$ cat config.mk
export PLATFORM = sky130hd
export DESIGN_NAME = evt_stamp_capture
export DESIGN_NICKNAME = d
export VERILOG_FILES = /design/src/rtl/evt_stamp_pkg.sv /design/src/rtl/evs_sync.sv /design/src/rtl/evs_filter.sv /design/src/rtl/evs_edge.sv /design/src/rtl/evs_capture.sv /design/src/rtl/evt_stamp_capture.sv
export SDC_FILE = /design/constraint.sdc
export NUM_CORES = 1
export LEC_CHECK = 0
export BUFFER_PORTS_ARGS = -buffer_cell sky130_fd_sc_hd__buf_2
export CAP_MARGIN = 40
export CORE_ASPECT_RATIO = 1.2
export CORE_UTILIZATION = 40
export CTS_CLUSTER_DIAMETER = 50
export DETAILED_ROUTE_END_ITERATION = 10
export PLACE_DENSITY = 0.71
export SLEW_MARGIN = 25
export SYNTH_ARGS = -nofsm -noshare
export SYNTH_HDL_FRONTEND = slang
export SYNTH_SLANG_ARGS = --single-unit
$ cat constraint.sdc
create_clock -name clk -period 1.5 [get_ports clk]
set_input_delay 0.3 -clock clk [delete_from_list [all_inputs] [get_ports clk]]
set_output_delay 0.3 -clock clk [all_outputs]
set_load 0.03 [all_outputs]
$ cat src/rtl/evt_stamp_pkg.sv
package evt_stamp_pkg;

  typedef enum logic {
    EDGE_FALL = 1'b0,
    EDGE_RISE = 1'b1
  } edge_kind_e;

  // True when the lowest n bits of win are all ones or all zeros.
  function automatic logic window_agree(input logic [31:0] win, input int n);
    logic ones;
    logic zeros;
    ones  = 1'b1;
    zeros = 1'b1;
    for (int i = 0; i < 32; i++) begin
      if (i < n) begin
        ones  = ones & win[i];
        zeros = zeros & ~win[i];
      end
    end
    return ones | zeros;
  endfunction

  // True when the level moved in the direction that kind asks for.
  function automatic logic edge_hit(input logic cur, input logic prev,
                                    input edge_kind_e kind);
    logic rose;
    logic fell;
    rose = cur & ~prev;
    fell = ~cur & prev;
    return (kind == EDGE_RISE) ? rose : fell;
  endfunction

endpackage

$ cat src/rtl/evs_sync.sv
module evs_sync #(
  parameter int STAGES = 2
) (
  input  logic clk,
  input  logic rst_n,
  input  logic din,
  output logic dout
);
  logic [STAGES-1:0] chain;
  logic [STAGES:0]   nxt;

  assign nxt = {chain, din};

  always_ff @(posedge clk or negedge rst_n) begin
    if (!rst_n) chain <= '0;
    else        chain <= nxt[STAGES-1:0];
  end

  assign dout = chain[STAGES-1];
endmodule

$ cat src/rtl/evs_filter.sv
module evs_filter
  import evt_stamp_pkg::*;
#(
  parameter int SAMPLES = 4
) (
  input  logic clk,
  input  logic rst_n,
  input  logic din,
  output logic dout
);
  logic filt_q;

  generate
    if (SAMPLES < 2) begin : g_pass
      always_ff @(posedge clk or negedge rst_n) begin
        if (!rst_n) filt_q <= 1'b0;
        else        filt_q <= din;
      end
    end else begin : g_vote
      logic [SAMPLES-2:0] hist;
      logic [SAMPLES-1:0] win;
      logic               agree;

      assign win   = {hist, din};
      assign agree = window_agree(32'(win), SAMPLES);

      always_ff @(posedge clk or negedge rst_n) begin
        if (!rst_n) begin
          hist   <= '0;
          filt_q <= 1'b0;
        end else begin
          hist <= win[SAMPLES-2:0];
          if (agree) filt_q <= din;
        end
      end
    end
  endgenerate

  assign dout = filt_q;
endmodule

$ cat src/rtl/evs_edge.sv
module evs_edge
  import evt_stamp_pkg::*;
(
  input  logic clk,
  input  logic rst_n,
  input  logic lvl,
  input  logic edge_rise,
  input  logic cap_block,
  output logic lvl_prev,
  output logic evt
);
  edge_kind_e kind;
  logic       hit;

  assign kind = edge_kind_e'(edge_rise);
  assign hit  = edge_hit(lvl, lvl_prev, kind);
  assign evt  = hit & ~cap_block;

  always_ff @(posedge clk or negedge rst_n) begin
    if (!rst_n) lvl_prev <= 1'b0;
    else        lvl_prev <= lvl;
  end
endmodule

$ cat src/rtl/evs_capture.sv
module evs_capture #(
  parameter int CNT_W = 16
) (
  input  logic             clk,
  input  logic             rst_n,
  input  logic             evt,
  input  logic [CNT_W-1:0] count_val,
  input  logic             flag_clr,
  input  logic             irq_en,
  output logic [CNT_W-1:0] cap_value,
  output logic             cap_flag,
  output logic             irq
);
  always_ff @(posedge clk or negedge rst_n) begin
    if (!rst_n) begin
      cap_value <= '0;
      cap_flag  <= 1'b0;
    end else begin
      if (evt) begin
        cap_value <= count_val;
        cap_flag  <= 1'b1;
      end else if (flag_clr) begin
        cap_flag <= 1'b0;
      end
    end
  end

  assign irq = cap_flag & irq_en;
endmodule

$ cat src/rtl/evt_stamp_capture.sv
module evt_stamp_capture #(
  parameter int CNT_W        = 16,
  parameter int SYNC_STAGES  = 2,
  parameter int FILT_SAMPLES = 4
) (
  input  logic             clk,
  input  logic             rst_n,
  input  logic             pin_raw,
  input  logic [CNT_W-1:0] count_val,
  input  logic             filt_en,
  input  logic             edge_rise,
  input  logic             irq_en,
  input  logic             flag_clr,
  input  logic             cap_block,
  output logic [CNT_W-1:0] cap_value,
  output logic             cap_flag,
  output logic             irq
);
  // Named internal events, brought out for the checker
  logic sync_lvl;
  logic filt_lvl;
  logic sel_lvl;
  logic prev_lvl;
  logic cap_evt;

  evs_sync #(.STAGES(SYNC_STAGES)) u_sync (
    .clk(clk), .rst_n(rst_n), .din(pin_raw), .dout(sync_lvl)
  );

  evs_filter #(.SAMPLES(FILT_SAMPLES)) u_filt (
    .clk(clk), .rst_n(rst_n), .din(sync_lvl), .dout(filt_lvl)
  );

  assign sel_lvl = filt_en ? filt_lvl : sync_lvl;

  evs_edge u_edge (
    .clk(clk), .rst_n(rst_n), .lvl(sel_lvl), .edge_rise(edge_rise),
    .cap_block(cap_block), .lvl_prev(prev_lvl), .evt(cap_evt)
  );

  evs_capture #(.CNT_W(CNT_W)) u_cap (
    .clk(clk), .rst_n(rst_n), .evt(cap_evt), .count_val(count_val),
    .flag_clr(flag_clr), .irq_en(irq_en), .cap_value(cap_value),
    .cap_flag(cap_flag), .irq(irq)
  );
endmodule

# Word-level counts from Yosys, hierarchy flattened
# Index checks and enable logic that the tools add are counted.
# Widths: inputs -> output; s select.
dict set report op_classes {
  mux 4
  bitwise_logic 18
  reduce_logical 1
}
# cell n
set ops {}
lappend ops {{$and 1x1->1} 10}
lappend ops {{$not 1->1} 7}
lappend ops {{$mux 1} 4}
lappend ops {{$reduce_bool 2->1} 1}
lappend ops {{$or 1x1->1} 1}
dict set report word_totals {
  ff_bits 24
  input_bits 24
  out_inout_bits 18
  wordCells 29
}

# Logic depth before layout (Yosys ltp)
# Gate-level depths: netlist of the first run.
dict set report depth {
  depth_word 6
  mapped_depth 4
  depth_no_buf 3
}

# Cells and area by module
# Synthesis of the first run repeated with hierarchy kept, for this count alone.
dict set report unflattened {
  cells_unflattened 52
  area_unflattened_um2 927.1
}
# mod n_inst cells_each area_per_inst_um2 seq_area_each_um2
set modules_own_cells {}
lappend modules_own_cells {evs_capture 1 38 689.4 425.4}
lappend modules_own_cells {evs_filter 1 7 126.4 100.1}
lappend modules_own_cells {evs_sync 1 2 50.0 50.0}
lappend modules_own_cells {evs_edge 1 4 46.3 25.0}
lappend modules_own_cells {evt_stamp_capture 1 1 15.0 0.0}

# Worst setup path before layout of the first run
# OpenSTA, ideal clock, no wires.
dict set report synth_path {
  path_type {flip-flop to flip-flop}
  from {reg u_sync.chain[1]}
  to {reg u_cap.cap_value[10]}
  setup_time_ns 0.125
  t_arrival_ns 1.439
  required_ns 1.375
  path_slack_ns -0.064
  path_stages_with_launch 5
  path_buffers 1
  period_less_slack_ns 1.564
  path_cell_list {dfrtp_1 mux2_4 mux2i_4 buf_12 mux2_4}
}
dict set report synth_between {
  elab_chain_len 5
  word_cells_on_any_way 6
  cone_classes {2 x mux; 4 x bitwise}
}
# element line_no
set synth_rtl {}
lappend synth_rtl {{start, declared} evs_sync.sv:9} ;# logic [STAGES-1:0] chain;
lappend synth_rtl {{start signal, assigned} evs_sync.sv:16} ;# else chain <= nxt[STAGES-1:0];
lappend synth_rtl {{$mux 1 *} evt_stamp_capture.sv:34} ;# assign sel_lvl = filt_en ? filt_lvl : sync_lvl;
lappend synth_rtl {{via sel_lvl} evt_stamp_capture.sv:22} ;# logic sel_lvl;
lappend synth_rtl {{$not 1->1} evt_stamp_pkg.sv:29} ;# fell = ~cur & prev;
lappend synth_rtl {{$and 1x1->1} evt_stamp_pkg.sv:29}
lappend synth_rtl {{$mux 1 *} evt_stamp_pkg.sv:30} ;# return (kind == EDGE_RISE) ? rose : fell;
lappend synth_rtl {{$and 1x1->1 *} evs_edge.sv:17} ;# assign evt = hit & ~cap_block;
lappend synth_rtl {{end signal, assigned} evs_capture.sv:20} ;# cap_value <= count_val;
lappend synth_rtl {{end, declared} evs_capture.sv:10} ;# output logic [CNT_W-1:0] cap_value,
# Mark *: on every way through the listed nets, which the timed path passes. The rest lies on a longest branch.
# A chain may end at the register's enable or synchronous reset.

# Worst setup path in the final report of the first run
# Ends and elaborated chain as after synthesis.

==> impl_results.md, run 1 <==
* IO Pins at 42
* Grt ovf at 0
* Clock Tree Buf Depth at 2
* Total setup buffers inserted after CTS at 0
* Share of power burned in registers at 0.463
* Layout area overhead at 38.08%
* CP Class: flip-flop to flip-flop
* Pwr dens at around 1500 mW/mm²
* Multi-input logic area at 325.3 µm²
* Largest net degree at the start of global routing at 25
* Initial Util at 0.4362
* Clock Latency Late Sink at 0.30 ns
* Slew Viols, Final at 0
* RSZ-0062 raised after global routing: yes
* Final period utilization at 1.017
* Placed insts at 128
* Die area at 0.002505 mm²
* Final Critical Period at 1.526 ns
* Post-synthesis adder-cell area fraction at 0
* Vias at approximately 590
* Wirelength, routed at roughly 1700 µm
* Synth Warn # at 0
* Area leader, netlist: dfrtp_1
* DR vias/cell at 4.455
* Int Power at 0.001217 W
* Switching power at 0.0006753 W
* Final nets at 128
* CTS tree: built
* Fmax at 655.2 MHz
* Worst-Margin Slew at 0.4995 ns
* Main combinational cell family by area after synthesis: multiplexers
* Setup crit end kind: flip-flop
* First-pass GRT wire length at 2622 µm
* CP arrival at about 1.7 ns
* CP Launch Type: flip-flop
* Setup violators final at 12
* Layout cells sized above 1 at 0.6667
* Distinct cells, synth at 13
* Syn Inst Count at 52
* Port bufs at 41
* Type of the most critical hold path: primary input to flip-flop
* Post-synthesis mux area share at 0.2724
* Die outline width at around 46 µm
* Status: finished, violations left
* Register area at 600.6 µm²
* Synth Cell Area at 923.4 µm²
* Req. time, crit path at 1.69 ns
* Final setup margin at -0.02619 ns
* H-tree Lvls at 1
* CTS sink cnt at 24
* Synth Register Bits at 24
* CTS clk-pin slew, worst paths at roughly 0.12 ns
* Clock Skews at 0.002400 ns
* Total CTS buffers at 3
* TritonRoute pass-1 iters at 2
* Post-synthesis sequential area ratio at 0.6504
* Clock share of power at 0.140
* Failing checks: negative setup slack
* Row cnt at 18
* Complex-gate fraction of the synthesized area at 0.01762
* Drt drc at 0
* Max-Cap Viols at 0
* Post-synthesis xor/xnor area fraction at 0
* DR WL/cell at 12.79 µm
* # diodes at 0
* Max transition margin at 0.6670
* Simple-gate share of the synthesized area at 0.03388
* Filler Cell Count at 180
* Peak supply drop at 908.8 µV
* Pleak at 0.6886 nW
* Fin cells at about 130
* Combinational share of power at 0.397
* Core Util, Final at 0.6022
* Core footprint at about 0.0021 mm²
* Vias in the first global route at 568
* Avg Cell Area, Syn at 17.76 µm²
* Post-synth top area share at 0.6504
* Chip height at approximately 55 µm
* Initial drt markers at 1
* Gr usage total at 0.1534
* Synth area leaders: dfrtp_1 65%, mux2_4 16%, mux2_2 8.5%, mux2i_4 2.4%, buf_12 2.2%
* Antenna Nets Post-Route at 0
* Clk root buf: clkbuf_4
* CP max FO at 10
* Syn nets at 76
* Final GP Congestion at 0.6347
* Switching share of power at 0.3569
* Initial antenna violation count at 0
* Final hold viol count at 0
[power groups by stage]
stage          clock [W]  combinational [W]  sequential (W)
2_1_floorplan          0           0.000208         0.00116
3_3_place_gp           0           0.000704        0.000876
3_5_place_dp           0           0.000722        0.000878
4_1_cts         0.000271           0.000760        0.000876
5_1_grt         0.000311           0.000796        0.000893
6_report        0.000266           0.000751        0.000875
[layout by cell type, fill, tap and decap left out]
master,Yosys,layout
buf_2,0,41
dfrtp_1,24,24
mux2_4,10,17
buf_4,0,4
clkbuf_4,0,3
nor3b_1,2,2
buf_12,1,2
and2_1,1,1
a31oi_1,1,1
or3_1,1,1
a21oi_1,1,1
nor2_1,1,1
mux2i_4,1,1
inv_1,1,1
o21ai_0,1,1
dlygate4sd3_1,0,1
[synth_stat cells]
cell	instances
a21oi_1	1
a31oi_1	1
and2_1	1
buf_12	1
dfrtp_1	24
inv_1	1
mux2_2	7
mux2_4	10
mux2i_4	1
nor2_1	1
nor3b_1	2
o21ai_0	1
or3_1	1
[stage by stage]
step           worst slack (ns)  TNS, ns  cell area, µm²  power, W  hold WS, ns
3_5_place_dp            -0.1042   -1.417            1216  0.001600       0.2979
4_1_cts                -0.04219  -0.3469            1275  0.001907      0.09882
6_report               -0.02619  -0.1525            1275  0.001892       0.1068
5_1_grt                -0.07817   -1.018            1275  0.001999      0.08284
3_3_place_gp           -0.06670   -1.027            1216  0.001580       0.2913
2_1_floorplan          -0.06448  -0.5803           923.4  0.001365     0.004409
[flip-flops by register name (all words and copies together) (netlist names)]
| name | flops |
|---|---|
| u_cap.cap_value | 16 |
| u_filt.g_vote.hist | 3 |
| u_sync.chain | 2 |
| u_cap.cap_flag | 1 |
| u_edge.lvl_prev | 1 |
| u_filt.dout | 1 |
[worst max-delay path, stage by stage, from the launching register on]
cell and delay [ns]:
dfrtp_1 0.39, mux2_4 0.30, mux2i_4 0.25, buf_12 0.18
mux2_4 0.30
[timing repair]
item	in CTS	in global routing
endpoints found under the hold margin	24	0
setup endpoints to repair	16	16
gates resized for setup	7	0
hold buffers	1	0
[per-layer routing]
layer,track usage,part of all wire,wire length [µm]
met1,0.2148,0.43,723
met4,0.04412,0.0036,6
met5,0,0,0
met2,0.2394,0.50,840
met3,0.03300,0.070,118
[cell type report]
type	count	area share
multi-input combinational	26	0.2552
timing repair buffer	48	0.2237
inverter	1	0.002944
clock buffer	3	0.01766
sequential	24	0.4711
tap	30	0.02944
[logic make-up (layout without fill, tap and decap cells)]
kind of cell           Yosys count  count (layout)
flip-flops                      24              24
multiplexers                    18              18
AND/OR/NAND/NOR                  5               5
AO/OA/AOI/OAI                    3               3
buffers and inverters            2              52
[final timing paths]
check	slack (ns)	cells past startpoint	to	start
max reg2reg	-0.03	4	u_cap.cap_value[10]$_DFFE_PN0P_	u_sync.chain[1]$_DFF_PN0_
min reg2reg	0.38	0	u_sync.chain[1]$_DFF_PN0_	u_sync.chain[0]$_DFF_PN0_
max in group asynchronous	0.68	2	u_cap.cap_flag$_DFFE_PN0P_	rst_n
min in group asynchronous	0.49	2	u_filt.dout$_DFFE_PN0P_	rst_n
max	-0.03	4	u_cap.cap_value[10]$_DFFE_PN0P_	u_sync.chain[1]$_DFF_PN0_
min	0.11	1	u_sync.chain[0]$_DFF_PN0_	pin_raw
Note: power is estimated with default switching activity, not from simulation.
==> inputs of run 2 (changes only) <==
Settings changed: ABC_AREA from default to 1, CORE_UTILIZATION 40 to 41, CTS_CLUSTER_DIAMETER 50 to default, SKIP_CTS_REPAIR_TIMING from default to 1.
==> run 2 against run 1 <==
The flow now finishes without violations. Hold slack got worse by 0.017 ns. Sequential share of layout area grew 1.1 points. First-iteration DRC count rose to 18 times the previous value.
==> impl_results.md, run 2 <==
* Total CTS buffers at 3
* HPWL Detailed at around 1500 µm
* Fmax at 772.7 MHz
* Row cnt at 18
* Largest net degree at the start of global routing at 25
* CTS tree: built
* First-pass GRT wire length at about 3500 µm
* Port bufs at 41
* CP max FO at 3
* Met1 GRT Util at 0.2554
* Final period utilization at 0.8628
* Pwr dens at 1436 mW/mm²
* Wirelength, routed at 2042 µm
* IO Pins at between 40 and 50
* # diodes at 0
* Layout area overhead at 28.22%
* Initial Util at 0.4538
* GR peak layer: met2
* Worst slack, placed at 0.2225 ns
* Post-synth top area share at 0.6186
* CTS sink cnt at 24
* Antenna Nets Post-Route at 0
* CTS clk-pin slew, worst paths at around 0.12 ns
* CP Launch Type: flip-flop
* Vias in the first global route at 833
* Status: finished, final reports clean
* Synth area leaders: dfrtp_1 62%, nand2_1 15%, nand4_1 10%, inv_1 2.3%, nand3_4 1.8%
* Max transition margin at 0.6552
* Max reg flops at 16
* Ys flop type: dfrtp_1
* Asr flop ratio synth at 1.000
* Initial antenna violation count at 0
* Type of the most critical hold path: primary input to flip-flop
* Final Critical Period at 1.294 ns
* Int Power at between 0.001 and 0.0015 W
* Pleak at between 0.7 and 0.8 nW
* RSZ-0062 raised after global routing: no
* Combinational share of power at 0.342
* Initial drt markers at 18
* Gr usage total at 0.1865
* Met3 Use GR at 0.03922
* Peak supply drop at 920.1 µV
* Clock Tree Buf Depth at 2
* Share of power burned in registers at 0.474
* Slew Viols, Final at 0
* Most common cell in the netlist: nand2_1
* Clock Skews at about 0.0023 ns
* Placed insts at 167
* Fin cells at 172
* Post-synthesis sequential area ratio at 0.6186
* Switching power at 0.0006880 W
* Commonest non-fill, non-tap cells in the layout: 41 x buf_2, 38 x nand2_1, 24 x dfrtp_1
* CP arrival at 0.99 ns
* Post-synth EDFFs at 0
* Setup violators final at 0
* Hold_ws at 0.09027 ns
* Syn Inst Count at 98
* Slowest Stage Delay on Critical Path at 0.42 ns
* Distinct cells, synth at 15
* Cell family with most CP delay: flip-flops
* Die area at 0.002568 mm²
* Top cells by count, synth: 38 x nand2_1, 24 x dfrtp_1, 16 x nand4_1, 6 x inv_1
* Synth Cell Area at roughly 970 µm²
* Synth Warn # at 0
* Synth Register Bits at 24
* Final GP Congestion at around 0.74
* Regs by FF count: u_cap.cap_value (16), u_filt.g_vote.hist (3), u_sync.chain (2)
* H-tree Lvls at 1
* Core footprint at 0.002140 mm²
* Critical-path cell list: nand2_1 -> inv_1 -> buf_2
* Crit-path slowest cell: dfrtp_1
* Die outline width at 46.43 µm
* Setup crit end kind: output pin
* Largest Register: u_cap.cap_value
* Vias at 832
* Max-Cap Viols at 0
* Worst-Margin Slew at roughly 0.52 ns
* Layout cells sized above 1 at 0.3662
* Avg Cell Area, Syn at 9.907 µm²
* Final setup margin at 0.2058 ns
* Fin area at around 0.0012 mm²
* Grt ovf at 0
* Chip height at 55.31 µm
* Drt drc at 0
* Clk root buf: clkbuf_4
* Switching share of power at 0.3847
* DR WL/cell at 11.87 µm
* Req. time, crit path at around 1.2 ns
* Area leader, netlist: dfrtp_1
* Clock Latency Late Sink at approximately 0.3 ns
* Syn nets at 122
* DR vias/cell at 4.837
* Final hold viol count at 0
* Final nets at 167
* TritonRoute pass-1 iters at 4
* WP buf/inv at 2
* CP Class: flip-flop to output pin
* Commonest non-fill, non-tap cell in the layout: buf_2
* Clock share of power at 0.184
* Setup TNS at 0 ns
* Met2 usage at 0.2798
* Placed Area at 0.001199 mm²
run 2: cell types whose count changed in the layout (fill, tap and decap cells not counted), moves of 2 or more:
cell	delta
mux2_4	-17
nor3b_1	-2
nand2_2	+2
nand4_1	+16
buf_12	-2
buf_4	-2
nand2_1	+38
inv_1	+5
run 2: worst paths after layout:
check	startpoint	endpoint	slack, ns	cells past startpoint
hold / removal	pin_raw	u_sync.chain[0]$_DFF_PN0_	0.09	1
max in group asynchronous	rst_n	u_cap.cap_value[12]$_DFFE_PN0P_	0.68	2
setup reg to reg	u_sync.chain[1]$_DFF_PN0_	u_cap.cap_value[12]$_DFFE_PN0P_	0.25	6
min in group asynchronous	rst_n	u_edge.lvl_prev$_DFF_PN0_	0.48	2
hold reg to reg	u_sync.chain[0]$_DFF_PN0_	u_sync.chain[1]$_DFF_PN0_	0.37	0
setup / recovery	u_cap.cap_flag$_DFFE_PN0P_	irq	0.21	3
run 2: power by group through the flow:
stage / Clock [W] / Sequential, W / Combinational (W)
after CTS: 0.000345 / 0.000851 / 0.000615
after global placement: 0 / 0.000860 / 0.000603
final: 0.000329 / 0.000848 / 0.000611
after detailed placement: 0 / 0.000863 / 0.000615
after floorplan: 0 / 0.00110 / 0.000170
after global routing: 0.000371 / 0.000868 / 0.000667
run 2: area by class of cell:
type / count / area, µm²
clock buffers: 4 / 36.28
fillers: 203 / 894.6
inverters: 7 / 26.28
multi-input cells: 63 / 314.1
flip-flops and latches: 24 / 600.6
well taps: 30 / 37.54
repair buffers: 44 / 230.2
run 2: kinds of logic after synthesis:
logic type / after synthesis / share of synthesized area
AND/OR/NAND/NOR: 61 / 0.3131
AO/OA/AOI/OAI: 2 / 0.01031
buffers and inverters: 11 / 0.05798
flip-flops: 24 / 0.6186
run 2: layer usage:
layer / up-vias / part of all wire
met2: 33 / 0.49
li1: 411 / -
met3: 2 / 0.058
met1: 386 / 0.45
met4: 0 / 0.0069
met5: - / 0
run 2: metrics by stage:
| step | util | total power (W) |
|---|---|---|
| floorplan | - | 0.001273 |
| global placement | 0.5602 | 0.001463 |
| detailed placement | 0.5602 | 0.001478 |
| CTS | 0.5772 | 0.001812 |
| global route | 0.5819 | 0.001906 |
| finish | 0.5819 | 0.001788 |
==> inputs of run 3 (changes only) <==
Settings changed: PLACE_DENSITY 0.71 to 0.73.
==> run 3 against run 2 <==
Clock power is 20% lower. Final area is 1.1% lower. First-iteration DRC count is 5.6% higher. Hold slack better by 0.0058 ns. Flip-flop and latch count stayed put. Global-route usage is 0.22 points lower. Critical path type unchanged. Critical endpoint unchanged. Largest power group unchanged. Highest routed layer unchanged.
==> impl_results.md, run 3 (same netlist as run 2, synthesis figures left out) <==
* Status: finished, final reports clean
* Total CTS buffers at 3
* Largest Register: u_cap.cap_value
* Final nets at 167
* Regs by FF count: u_cap.cap_value (16), u_filt.g_vote.hist (3), u_sync.chain (2)
* Commonest non-fill, non-tap cell in the layout: buf_2
* CTS tree: built
* CTS sink cnt at 24
* CP Class: flip-flop to output pin
* Slowest Stage Delay on Critical Path at 0.41 ns
* Antenna Nets Post-Route at 0
* DR vias/cell at 4.901
* Crit-path slowest cell: dfrtp_1
* Pleak at 0.7017 nW
* Final Critical Period at about 1.3 ns
* # diodes at 0
* Max reg flops at 16
* Final GP Congestion at 0.7756
* Setup crit end kind: output pin
* CP arrival at 0.97 ns
* Critical R2R Launch: u_sync.chain[1]$_DFF_PN0_
* Setup TNS at 0 ns
* Clock Skews at roughly 0.0012 ns
* H-tree Lvls at 1
* Core footprint at 0.002140 mm²
* Final period utilization at 0.8482
* First-pass GRT wire length at 3436 µm
* Pwr dens at 1399 mW/mm²
* Clk root buf: clkbuf_4
* Req. time, crit path at 1.20 ns
* Wirelength, routed at 2011 µm
* Worst-Margin Slew at ~0.51 ns
* HPWL Detailed at between 1500 and 2000 µm
* Grt ovf at 0
* Chip height at 55.31 µm
* Layout area overhead at 26.80%
* Initial antenna violation count at 0
* Crit. Startpoint: u_cap.cap_flag$_DFFE_PN0P_
* Initial Util at 0.4538
* Drt drc at 0
* Row cnt at 18
* Slew Viols, Final at 0
* Type of the most critical hold path: primary input to flip-flop
* Setup violators final at 0
* Peak supply drop at 828.1 µV
* Largest net degree at the start of global routing at 25
* Die outline width at 46.43 µm
* Hold path start: pin_raw
* CTS clk-pin slew, worst paths at approximately 0.11 ns
* TritonRoute pass-1 iters at 4
* Vias in the first global route at 847
* Die area at 0.002568 mm²
* Layout cells sized above 1 at 0.3617
* Max-Cap Viols at 0
* Final hold viol count at 0
* RSZ-0062 raised after global routing: no
* CP max FO at 3
* Initial drt markers at 19
* IO Pins at 42
* Clock Latency Late Sink at ~0.3 ns
* Max transition margin at 0.6629
* Port bufs at 41
* Fmax at 786.0 MHz
* Vias at 838
* Total power at 0.001723 W
* WP buf/inv at 2
* Gr usage total at 0.1843
* Clock Tree Buf Depth at 2
* CP Launch Type: flip-flop
* DR WL/cell at about 12 µm
* Cell family with most CP delay: flip-flops
* Critical-path cell list: nand2_1 -> inv_1 -> buf_2
* Commonest non-fill, non-tap cells in the layout: 41 x buf_2, 38 x nand2_1, 24 x dfrtp_1
-- run 3: cell types whose count changed in the layout (fill, tap and decap cells not counted), sizes merged --
cell | before | now
clkbuf | 4 | 3
-- run 3: layout make-up --
type	instances	area [µm²]
inverters	7	26.28
repair buffers	44	230.2
clock buffers	3	22.52
multi-input cells	63	314.1
fillers	216	908.4
flip-flops and latches	24	600.6
well taps	30	37.54
-- run 3: report_power, final --
part	switching, W	internal, W
clock network	0.000170	0.0000938
logic	0.000434	0.000175
registers	0.0000720	0.000777
-- run 3: stage by stage --
stage                     hold WS [ns]  instances  cell area (µm²)    util  worst slack (ns)
after floorplan               0.004409         98            970.9       -            0.4058
after global placement          0.2961        167             1199  0.5602            0.2729
after detailed placement        0.3057        167             1199  0.5602            0.2130
after CTS                     -0.03867        170             1221  0.5708            0.2116
after global routing           0.06797        171             1231  0.5754           0.05837
final                          0.09606        171             1231  0.5754            0.2277
-- run 3: final timing paths --
kind	cells past startpoint	slack [ns]	end
min in group asynchronous	2	0.50	u_edge.lvl_prev$_DFF_PN0_
setup reg to reg	6	0.23	u_cap.cap_value[4]$_DFFE_PN0P_
hold / removal	1	0.1	u_sync.chain[0]$_DFF_PN0_
max in group asynchronous	2	0.67	u_cap.cap_value[5]$_DFFE_PN0P_
setup / recovery	3	0.23	irq
hold reg to reg	0	0.37	u_sync.chain[1]$_DFF_PN0_
-- run 3: worst register-to-register path: cells and delay by family (launching register included) --
kind	cells	cell delay [ns]
simple gates	6	0.72
flops	1	0.44
-- run 3: per-layer routing --
metal	vias to the layer above	track usage	part of all wire
met3	7	0.02941	0.067
met2	43	0.2996	0.50
li1	412	-	-
met4	0	0.08824	0.023
met5	-	0	0
met1	376	0.2263	0.41
